`src/rtl/srp_pkg.sv`:
```
package srp_pkg;

    typedef enum logic [2:0] {
        ST_IDLE,
        ST_CMD,
        ST_WDATA,
        ST_RDATA,
        ST_DONE
    } srp_state_e;

    // fixed command byte field positions
    localparam int CMD_RW_BIT    = 0;
    localparam int CMD_ADDR_LSB  = 1;
    localparam int CMD_RSV_LO    = 5;
    localparam int CMD_RSV_HI    = 6;
    localparam int CMD_BURST_BIT = 7;

endpackage

```
`src/rtl/srp_sync.sv`:
```
module srp_sync #(
    parameter int               STAGES  = 2,
    parameter int               WIDTH   = 3,
    parameter logic [WIDTH-1:0] RST_VAL = '0
) (
    input  logic             clk,
    input  logic             rst_n,
    input  logic [WIDTH-1:0] async_in,
    output logic [WIDTH-1:0] sync_out
);

    for (genvar g = 0; g < WIDTH; g++) begin : g_line
        logic [STAGES-1:0] chain_q;

        always_ff @(posedge clk or negedge rst_n) begin
            if (!rst_n) begin
                chain_q <= {STAGES{RST_VAL[g]}};
            end else begin
                chain_q <= {chain_q[STAGES-2:0], async_in[g]};
            end
        end

        assign sync_out[g] = chain_q[STAGES-1];
    end

endmodule

```
`src/rtl/srp_regbank.sv`:
```
module srp_regbank #(
    parameter int NREG       = 14,
    parameter int DW         = 8,
    parameter int ADDR_W     = 4,
    parameter int STATUS_IDX = 13
) (
    input  logic               clk,
    input  logic               rst_n,
    input  logic               we,
    input  logic [ADDR_W-1:0]  waddr,
    input  logic [DW-1:0]      wdata,
    input  logic [ADDR_W-1:0]  raddr,
    input  logic [DW-1:0]      status_in,
    output logic [DW-1:0]      rd_data,
    output logic [NREG*DW-1:0] regs_flat
);

    for (genvar i = 0; i < NREG; i++) begin : g_reg
        if (i == STATUS_IDX) begin : g_status
            // read-only slot: no storage
            assign regs_flat[i*DW +: DW] = '0;
        end else begin : g_store
            logic [DW-1:0] val_q;

            always_ff @(posedge clk or negedge rst_n) begin
                if (!rst_n) begin
                    val_q <= '0;
                end else if (we && (waddr == ADDR_W'(i))) begin
                    val_q <= wdata;
                end
            end

            assign regs_flat[i*DW +: DW] = val_q;
        end
    end

    always_comb begin
        rd_data = '0;
        for (int k = 0; k < NREG; k++) begin
            if (raddr == ADDR_W'(k)) begin
                rd_data = (k == STATUS_IDX) ? status_in : regs_flat[k*DW +: DW];
            end
        end
    end

    // storage moves only under a write strobe
    a_r2_bank_hold: assert property (@(posedge clk) disable iff (!rst_n)
        !we |=> $stable(regs_flat));

endmodule

```
`src/rtl/srp_ctrl.sv`:
```
module srp_ctrl
    import srp_pkg::*;
#(
    parameter int NREG       = 14,
    parameter int DW         = 8,
    parameter int ADDR_W     = 4,
    parameter int STATUS_IDX = 13
) (
    input  logic              clk,
    input  logic              rst_n,
    input  logic              cs_n_s,
    input  logic              sclk_s,
    input  logic              sdi_s,
    input  logic [DW-1:0]     rd_data,
    output logic [ADDR_W-1:0] rd_addr,
    output logic              we,
    output logic [ADDR_W-1:0] waddr,
    output logic [DW-1:0]     wdata,
    output logic              sdo,
    output logic              sdo_oe
);

    localparam int                CNT_W     = $clog2(DW);
    localparam logic [ADDR_W-1:0] LAST_ADDR = ADDR_W'(NREG - 1);
    localparam logic [ADDR_W-1:0] STAT_ADDR = ADDR_W'(STATUS_IDX);

    srp_state_e        state_q, state_d;
    logic              sclk_d_q;
    logic [CNT_W-1:0]  bit_q;
    logic [DW-1:0]     sh_q;
    logic [DW-1:0]     rd_sh_q;
    logic [ADDR_W-1:0] addr_q;
    logic              burst_q;
    logic              bad_q;
    logic              we_q;
    logic [ADDR_W-1:0] waddr_q;
    logic [DW-1:0]     wdata_q;
    logic              sdo_q;
    logic              oe_q;

    logic              cs_active, sclk_rise, sclk_fall;
    logic              shifting, byte_done, at_last;
    logic [DW-1:0]     shifted;
    logic              c_rw, c_rsv, c_burst, c_bad;
    logic [ADDR_W-1:0] c_addr;

    assign cs_active = !cs_n_s;
    assign sclk_rise = sclk_s && !sclk_d_q;
    assign sclk_fall = !sclk_s && sclk_d_q;
    assign shifting  = (state_q == ST_CMD) || (state_q == ST_WDATA) || (state_q == ST_RDATA);
    assign byte_done = sclk_rise && shifting && (bit_q == CNT_W'(DW - 1));
    assign shifted   = {sdi_s, sh_q[DW-1:1]};
    assign at_last   = (addr_q == LAST_ADDR);

    // command decode of the byte completing this cycle
    assign c_rw    = shifted[CMD_RW_BIT];
    assign c_addr  = shifted[CMD_ADDR_LSB +: ADDR_W];
    assign c_rsv   = shifted[CMD_RSV_LO] | shifted[CMD_RSV_HI];
    assign c_burst = shifted[CMD_BURST_BIT];
    assign c_bad   = c_rsv
                   || (c_burst && (c_addr != '0))
                   || (!c_burst && (int'(c_addr) >= NREG));

    assign rd_addr = (state_q == ST_CMD) ? c_addr : addr_q + 1'b1;

    // next-state logic
    always_comb begin
        state_d = state_q;
        if (!cs_active) begin
            state_d = ST_IDLE;
        end else begin
            unique case (state_q)
                ST_IDLE:  state_d = ST_CMD;
                ST_CMD:   if (byte_done) state_d = c_rw ? ST_RDATA : ST_WDATA;
                ST_WDATA: if (byte_done && (!burst_q || at_last)) state_d = ST_DONE;
                ST_RDATA: if (byte_done && (!burst_q || at_last)) state_d = ST_DONE;
                ST_DONE:  state_d = ST_DONE;
                default:  state_d = ST_IDLE;
            endcase
        end
    end

    // state register
    always_ff @(posedge clk or negedge rst_n) begin
        if (!rst_n) begin
            state_q <= ST_IDLE;
        end else begin
            state_q <= state_d;
        end
    end

    // datapath and outputs
    always_ff @(posedge clk or negedge rst_n) begin
        if (!rst_n) begin
            sclk_d_q <= 1'b0;
            bit_q    <= '0;
            sh_q     <= '0;
            rd_sh_q  <= '0;
            addr_q   <= '0;
            burst_q  <= 1'b0;
            bad_q    <= 1'b0;
            we_q     <= 1'b0;
            waddr_q  <= '0;
            wdata_q  <= '0;
            sdo_q    <= 1'b0;
            oe_q     <= 1'b0;
        end else begin
            sclk_d_q <= sclk_s;
            we_q     <= 1'b0;
            if (!cs_active) begin
                bit_q   <= '0;
                sh_q    <= '0;
                burst_q <= 1'b0;
                bad_q   <= 1'b0;
                oe_q    <= 1'b0;
            end else begin
                if (sclk_rise && shifting) begin
                    bit_q <= bit_q + 1'b1;
                    sh_q  <= shifted;
                end
                if (byte_done) begin
                    unique case (state_q)
                        ST_CMD: begin
                            addr_q  <= c_addr;
                            burst_q <= c_burst && !c_bad;
                            bad_q   <= c_bad;
                            rd_sh_q <= c_bad ? '0 : rd_data;
                        end
                        ST_WDATA: begin
                            if (!bad_q && (addr_q != STAT_ADDR)) begin
                                we_q <= 1'b1;
                            end
                            waddr_q <= addr_q;
                            wdata_q <= shifted;
                            addr_q  <= addr_q + 1'b1;
                        end
                        ST_RDATA: begin
                            rd_sh_q <= rd_data;
                            addr_q  <= addr_q + 1'b1;
                        end
                        default: ;
                    endcase
                end
                if (sclk_fall && (state_q == ST_RDATA)) begin
                    sdo_q   <= rd_sh_q[0];
                    rd_sh_q <= rd_sh_q >> 1;
                    oe_q    <= 1'b1;
                end
            end
        end
    end

    assign we     = we_q;
    assign waddr  = waddr_q;
    assign wdata  = wdata_q;
    assign sdo    = sdo_q;
    assign sdo_oe = oe_q;

    // serial output only moves on a falling serial clock
    a_r3_sdo_hold: assert property (@(posedge clk) disable iff (!rst_n)
        !sclk_fall |=> $stable(sdo));

    // never driving during command or write phases
    a_r4_oe_quiet: assert property (@(posedge clk) disable iff (!rst_n)
        ((state_q == ST_CMD) || (state_q == ST_WDATA)) |-> !sdo_oe);

    // deselect returns to idle and releases the line
    a_r10_deselect: assert property (@(posedge clk) disable iff (!rst_n)
        !cs_active |=> ((state_q == ST_IDLE) && !sdo_oe));

    // strobes only reach writable mapped registers
    a_r9_wr_legal: assert property (@(posedge clk) disable iff (!rst_n)
        we |-> ((int'(waddr) < NREG) && (waddr != STAT_ADDR)));

endmodule

```
`src/rtl/serial_reg_port.sv`:
```
module serial_reg_port #(
    parameter int NREG       = 14,
    parameter int DW         = 8,
    parameter int ADDR_W     = 4,
    parameter int STATUS_IDX = NREG - 1,
    parameter int SYNC_STAGES = 2
) (
    input  logic               clk,
    input  logic               rst_n,
    input  logic               cs_n,
    input  logic               sclk,
    input  logic               sdi,
    input  logic [DW-1:0]      status_in,
    output logic               sdo,
    output logic               sdo_oe,
    output logic [NREG*DW-1:0] cfg_regs
);

    localparam int         NSYNC     = 3;
    localparam logic [2:0] SYNC_RST  = 3'b100; // cs_n idles high

    logic [NSYNC-1:0]  sync_q;
    logic [ADDR_W-1:0] rd_addr, waddr;
    logic [DW-1:0]     rd_data, wdata;
    logic              we;

    srp_sync #(
        .STAGES  (SYNC_STAGES),
        .WIDTH   (NSYNC),
        .RST_VAL (SYNC_RST)
    ) u_sync (
        .clk      (clk),
        .rst_n    (rst_n),
        .async_in ({cs_n, sclk, sdi}),
        .sync_out (sync_q)
    );

    srp_ctrl #(
        .NREG       (NREG),
        .DW         (DW),
        .ADDR_W     (ADDR_W),
        .STATUS_IDX (STATUS_IDX)
    ) u_ctrl (
        .clk     (clk),
        .rst_n   (rst_n),
        .cs_n_s  (sync_q[2]),
        .sclk_s  (sync_q[1]),
        .sdi_s   (sync_q[0]),
        .rd_data (rd_data),
        .rd_addr (rd_addr),
        .we      (we),
        .waddr   (waddr),
        .wdata   (wdata),
        .sdo     (sdo),
        .sdo_oe  (sdo_oe)
    );

    srp_regbank #(
        .NREG       (NREG),
        .DW         (DW),
        .ADDR_W     (ADDR_W),
        .STATUS_IDX (STATUS_IDX)
    ) u_bank (
        .clk       (clk),
        .rst_n     (rst_n),
        .we        (we),
        .waddr     (waddr),
        .wdata     (wdata),
        .raddr     (rd_addr),
        .status_in (status_in),
        .rd_data   (rd_data),
        .regs_flat (cfg_regs)
    );

endmodule

```
`config.mk`:
```
export PLATFORM = sky130hd
export DESIGN_NAME = serial_reg_port
export DESIGN_NICKNAME = d
export VERILOG_FILES = /design/src/rtl/srp_pkg.sv /design/src/rtl/srp_sync.sv /design/src/rtl/srp_regbank.sv /design/src/rtl/srp_ctrl.sv /design/src/rtl/serial_reg_port.sv
export SDC_FILE = /design/constraint.sdc
export NUM_CORES = 1
export LEC_CHECK = 0
export BUFFER_PORTS_ARGS = -buffer_cell sky130_fd_sc_hd__buf_4
export CAP_MARGIN = 30
export CORE_MARGIN = 3
export CORE_UTILIZATION = 61
export CTS_CLUSTER_DIAMETER = 150
export DETAILED_ROUTE_END_ITERATION = 16
export PLACE_DENSITY = 0.85
export SLEW_MARGIN = 10
export SYNTH_ARGS = -nofsm -noshare
export SYNTH_HDL_FRONTEND = slang
export SYNTH_SLANG_ARGS = --single-unit
```
`constraint.sdc`:
```
create_clock -name clk -period 7.9 [get_ports clk]
set_input_delay 1.58 -clock clk [delete_from_list [all_inputs] [get_ports clk]]
set_output_delay 1.58 -clock clk [all_outputs]
set_load 0.1 [all_outputs]
```
### Word-level counts from Yosys, hierarchy flattened

Index checks and enable logic that the tools add are counted.

| word-level totals | value |
|---|---|
| input bits | 13 |
| output and inout bits | 114 |
| word-level logic and storage cells | 161 |
| flip-flop bits (word level) | 154 |

| cells by class | value |
|---|---|
| add/sub/neg operators | 2 |
| magnitude comparators | 1 |
| muxes and demuxes | 41 |
| bitwise gates (word level) | 2 |
| reduce and logical (&&, ||, !) cells | 52 |
| equal/unequal tests | 34 |

Operator list:

| kind | number |
|---|---|
| 8-bit two-way mux | 19 |
| 4-bit equality test (second input constant) | 12 |
| 4-bit by 3-bit equality test with 1-bit output (second input constant) | 8 |
| 1-bit logical AND | 23 |
| 4-bit by 2-bit equality test with 1-bit output (second input constant) | 4 |
| 8-bit case mux with 2 select lines | 1 |
| 3-bit two-way mux | 5 |
| 1-bit two-way mux | 13 |
| 3-bit case mux with 4 select lines | 1 |
| 2-bit nonzero test | 6 |
| 3-bit AND reduction | 3 |
| 4-bit by 1-bit equality test with 1-bit output (second input constant) | 2 |
| 4-bit logical NOT | 2 |
| 4-bit case mux with 2 select lines | 1 |
| 3-bit by 2-bit equality test with 1-bit output (second input constant) | 2 |
| 3-bit equality test (second input constant) | 2 |
| 1-bit logical NOT | 6 |
| 2-bit AND reduction | 3 |
| 1-bit logical OR | 5 |
| 4-bit by 1-bit adder with 4-bit output (second input constant) | 1 |
| 4-bit >= comparator (second input constant) | 1 |
| 4-bit two-way mux | 1 |
| 4-bit inequality test (second input constant) | 1 |
| 4-bit nonzero test | 1 |
| other kinds (9) | 9 |

### Depth between registers and ports, before layout

| depth | value |
|---|---|
| word-level depth | 21 |
| depth in mapped cells | 11 |
| mapped depth without buffers | 9 |

### Hierarchy

A second synthesis with hierarchy kept.

| second synthesis, totals | value |
|---|---|
| cells, all modules | 638 |
| area, all modules | 7553.5 um2 |

Modules (own cells, without submodules):

| module | area each (um2) | times used | seq. area each (um2) | cells each |
|---|---|---|---|---|
| srp_regbank | 5243.8 | 1 | 2602.5 | 434 |
| srp_ctrl | 2134.5 | 1 | 1076.0 | 195 |
| srp_sync | 175.2 | 1 | 152.6 | 9 |

### Worst setup path before layout

No wires, ideal clock.

| timing path | value |
|---|---|
| kind | reg2reg |
| start point | register u_ctrl.addr_q[1] |
| end point | register u_ctrl.rd_sh_q[5] |
| setup slack | 5338 ps |
| buffers on the path | 1 |
| period minus slack after synthesis | 2562 ps |
| cell stages (with the launch flop) | 10 |
| arrival time | 2496 ps |
| path through | dfrtp_1 > inv_1 > ha_1 > clkbuf_1 > nor3b_1 > a32o_1 > a211oi_1 > a211o_1 > a211oi_1 > o31a_1 |

| on the way | value |
|---|---|
| cells in the longest elaborated chain, start to end | 21 |

RTL lines:

| what | RTL line | text |
|---|---|---|
| start: declaration | srp_ctrl.sv:32 | `logic [ADDR_W-1:0] addr_q;` |
| start signal: assignment | srp_ctrl.sv:124 | `addr_q <= c_addr;` |
| start signal: assignment | srp_ctrl.sv:135 | `addr_q <= addr_q + 1'b1;` |
| start signal: assignment | srp_ctrl.sv:139 | `addr_q <= addr_q + 1'b1;` |
| 4-bit by 1-bit adder with 4-bit output * | srp_ctrl.sv:64 | `assign rd_addr = (state_q == ST_CMD) ? c_addr : addr_q + 1'b1;` |
| 4-bit two-way mux * | srp_ctrl.sv:64 |  |
| 4-bit logical NOT | srp_regbank.sv:40 | `if (raddr == ADDR_W'(k)) begin` |
| 8-bit two-way mux (13 in series) | srp_regbank.sv:40 |  |
| 8-bit two-way mux * | srp_regbank.sv:40 |  |
| 8-bit two-way mux | srp_ctrl.sv:127 | `rd_sh_q <= c_bad ? '0 : rd_data;` |
| 8-bit case mux with 2 select lines * | srp_ctrl.sv:122 | `unique case (state_q)` |
| 8-bit two-way mux * | srp_ctrl.sv:121 | `if (byte_done) begin` |
| 8-bit two-way mux * | srp_ctrl.sv:144 | `if (sclk_fall && (state_q == ST_RDATA)) begin` |
| end signal: assignment | srp_ctrl.sv:127 |  |
| end signal: assignment | srp_ctrl.sv:138 | `rd_sh_q <= rd_data;` |
| end signal: assignment | srp_ctrl.sv:146 | `rd_sh_q <= rd_sh_q >> 1;` |
| end: declaration | srp_ctrl.sv:31 | `logic [DW-1:0] rd_sh_q;` |

Every way passes the cells marked *; elsewhere a longest branch is shown, timed or not. The select of a mux whose other input is x is not followed.
A chain may end at the register's enable or synchronous reset.

### Final worst setup path

| timing path | value |
|---|---|
| start point | register u_ctrl.addr_q[0] |
| end point | register u_ctrl.rd_sh_q[1] |

The elaborated chain is that of the path after synthesis.

==> results.json <==
{
  "rsz0062_at_grt": "no",
  "switching_share_pct": 23.2,
  "grt_usage_pct": 34.7,
  "post_cts_resized": 0,
  "drive_above_1_share_pct": 36.5,
  "post_synth_num_cell_types": 76,
  "core_area_um2": 12100,
  "reg2reg_slack_ns": 4.53,
  "slew_viol_final": 0,
  "synth_largest_area_cell": "dfrtp_1",
  "avgSynthCellArea_um2": 11.4,
  "skew_ns": 0.0110,
  "p_switching_mw": 0.396,
  "reg2reg_from": "u_ctrl.addr_q[0]",
  "final_hold_viol_count": 0,
  "synth_xor_area_share_pct": 0.673,
  "syn_to_final_growth_pct": 20.0,
  "synth_warnings": 0,
  "cts_buffer_depth": 2,
  "firstDrtPassIters": 5,
  "cts.reportedPaths.clkPinSlew_ns": 0.06,
  "synthFlopType": "dfrtp_1",
  "tns_ns": 0,
  "grt_pass1_vias": 6205,
  "grtUsageMet1_pct": 49.7,
  "maxCapViolations": 0,
  "met3_usage_pct": 7.69,
  "slowest_stage": "or4_4",
  "gp_congestion": 0.968,
  "grt_use_met2_pct": 52.9,
  "rows": 40,
  "place_ws_ns": 4.65,
  "irDropWorstVdd_mv": 0.193,
  "dieWidth_um": 118,
  "yosys.area_share.simple_pct": 12.3,
  "ys_seq_area_share_pct": 50.3,
  "post-cts-setup-buffers": 0,
  "ant_nets": 0,
  "grt_pass1_wl_um": 37100,
  "cts-buffers-inserted": 17,
  "hold_depth": 0,
  "hp-class": "register to register",
  "setup_violations": 0,
  "grt_max_degree": 79,
  "worst_r2r_path_depth": 7,
  "worstPathMaxFanout": 14,
  "diodes": 0,
  "pin_count": 127,
  "die_y_um": 118,
  "slowest_delay_ns": 0.60,
  "die_area_um2": 13900,
  "synthAdderAreaFrac_pct": 0.657,
  "cp.arrival_ns": 3.68,
  "synthCells": 671,
  "internal-power_mw": 1.31,
  "timing.final.ws_setup_ns": 4.53,
  "utilization_pct": 75.5,
  "synth_top_family_by_area": "multiplexers",
  "crit_type": "register to register",
  "ys_ff_latch": 153,
  "drc_errors": 0,
  "cts-root-buf": "clkbuf_16",
  "cts_sinks": 153,
  "power_mw": 1.71,
  "whs_endpoint": "u_sync.g_line[0].chain_q[1]",
  "nets": 792,
  "slew_headroom_pct": 30.9,
  "min_period_over_period_pct": 42.6,
  "seqPwrFrac_pct": 46.5,
  "crit_path_end_kind": "register",
  "worstSkewPairLatency_ns": 0.44,
  "drtIter0Drc": 724,
  "min_from": "u_sync.g_line[0].chain_q[0]",
  "fmax_mhz": 297,
  "r2r_end": "u_ctrl.rd_sh_q[1]",
  "tightest_slew_ns": 1.03,
  "cts_tree": "yes",
  "synthTopCellsByArea": "dfrtp_1, mux2_2, nand2_1, nor2_1, a21oi_1",
  "crit_chain": "ha_1 -> nand2_1 -> or4_4 -> a21oi_1 -> a211oi_1 -> o311a_1 -> o41ai_1",
  "layout_commonest_cell": "dfrtp_1",
  "grt-ovfl-total": 0,
  "numPortBuffers": 118,
  "muxShareOfSynthArea_pct": 18.3,
  "synth_top_cell_area_share_pct": 49.6,
  "place_hpwl_um": 16500,
  "pwr-share-comb_pct": 3.6,
  "grt-busiest-layer": "met2",
  "drt_wl_total_um": 23700,
  "status": "complete, no violations",
  "ys_async_sr_fraction_pct": 100,
  "p_leak_nw": 4.43,
  "layout_common_cells": "dfrtp_1, buf_4, mux2_2",
  "htreeDepth": 4,
  "start_kind": "register",
  "synth_compound_area_share_pct": 13.6,
  "final.min_clock_period_ns": 3.37,
  "clockPowerShare_pct": 50.0,
  "cp.required_ns": 8.22,
  "synth_edf_count": 0,
  "wl_per_cell_um": 24.8,
  "power.density_nw_per_um2": 187,
  "num_vias": 6240,
  "holdBufCountCts": 0,
  "start_util_pct": 62.9,
  "routed_via_density": 6.53,
  "synth.cell_area_um2": 7620,
  "antenna_found_initial": 0
}
[cell usage after synthesis (3+ instances only)]
cell       number
mux2_2        105
a32oi_1         4
buf_4          11
buf_2           5
nor2b_1         9
clkbuf_1       22
a21oi_1        33
o22a_1          3
a211oi_1        9
or3_1           7
o22ai_1         6
o221ai_1        4
nand3b_1        4
nand4_1         4
nor3_1          7
mux2i_1         6
ha_1            4
mux2_4          7
buf_6           9
o21ai_0        17
a222oi_1        5
a32o_1          5
a221o_1         3
o21ai_1         5
inv_1           8
nand2_1        69
o31ai_1         4
nor2_1         48
a2bb2oi_1       3
nand2b_1        7
or2_2           3
dfrtp_1       151
nand3_1        10
and3_1          5
a221oi_1        9
nor3b_1         3
a22oi_1         7
[power groups by stage]
stage / sequential (mW) / clock (mW) / combinational (mW)
after floorplan: 0.804 / 0 / 0.0393
after global placement: 0.806 / 0 / 0.0578
after detailed placement: 0.807 / 0 / 0.0587
after CTS: 0.792 / 0.850 / 0.0592
after global routing: 0.792 / 0.894 / 0.0662
final: 0.792 / 0.852 / 0.0605
[per-stage QoR]
| stage | hold WS [ns] | instances | area [um^2] |
|---|---|---|---|
| 3_5_place_dp | 0.338 | 923 | 8500 |
| 4_1_cts | 0.352 | 955 | 9110 |
| 3_3_place_gp | 0.334 | 920 | 8470 |
| 5_1_grt | 0.352 | 956 | 9140 |
| 6_report | 0.350 | 956 | 9140 |
| 2_1_floorplan | 0.331 | 678 | 7640 |
[worst max-delay path: cells and delay by family (launching register included)]
| kind | cells | cell delay, ns |
|---|---|---|
| flip-flops | 1 | 0.54 |
| adder cells (fa/ha/maj) | 1 | 0.57 |
| AO/OA/AOI/OAI | 4 | 1.33 |
| AND/OR/NAND/NOR | 2 | 0.79 |
[logic make-up (layout without fill, tap and decap cells)]
group	Yosys count	in the layout
AND/OR/NAND/NOR	191	191
AO/OA/AOI/OAI	142	142
adder cells (fa/ha/maj)	4	4
flip-flops	153	153
multiplexers	120	120
XOR/XNOR	5	5
buffers and inverters	55	165
other	1	8
[state kept, by name, summed over array words and instances (netlist names)]
name and cells:
u_bank.g.g_store.val_q 104, u_ctrl.burst_q 1, u_ctrl.sdo 1, u_sync.g_line.chain_q 6
u_ctrl.bad_q 1, u_ctrl.we 1, u_ctrl.rd_sh_q 8, u_ctrl.sclk_d_q 1
u_ctrl.state_q 3, u_ctrl.addr_q 4, u_ctrl.sdo_oe 1, u_ctrl.wdata 8
u_ctrl.bit_q 3, u_ctrl.sh_q 7, u_ctrl.waddr 4
[area by class of cell]
cell class,instances,area [um^2]
sequential,153,3830
multi-input combinational,470,3490
fill,802,2970
timing repair buffer,125,966
clock buffer,19,443
tap,168,210
clock inverter,13,168
inverter,8,30.0
[worst max path at each step]
stage | startpoint | end | slack [ns] | depth (start not counted)
after global placement | u_ctrl.addr_q[0] | u_ctrl.rd_sh_q[1] | 4.67 | 7
final | u_ctrl.addr_q[0] | u_ctrl.rd_sh_q[1] | 4.53 | 7
after floorplan | u_ctrl.addr_q[1] | u_ctrl.rd_sh_q[5] | 5.34 | 9
after detailed placement | u_ctrl.addr_q[0] | u_ctrl.rd_sh_q[4] | 4.65 | 7
after global routing | u_ctrl.addr_q[0] | u_ctrl.rd_sh_q[4] | 4.37 | 7
after CTS | u_ctrl.addr_q[0] | u_ctrl.rd_sh_q[1] | 4.62 | 7
[layer usage]
layer / part of all wire [%] / wire length, um
met5: 0 / 0
met4: 2.6 / 614
met3: 8.6 / 2030
met2: 46 / 10900
met1: 43 / 10200
(Power assumes the default switching activity.)
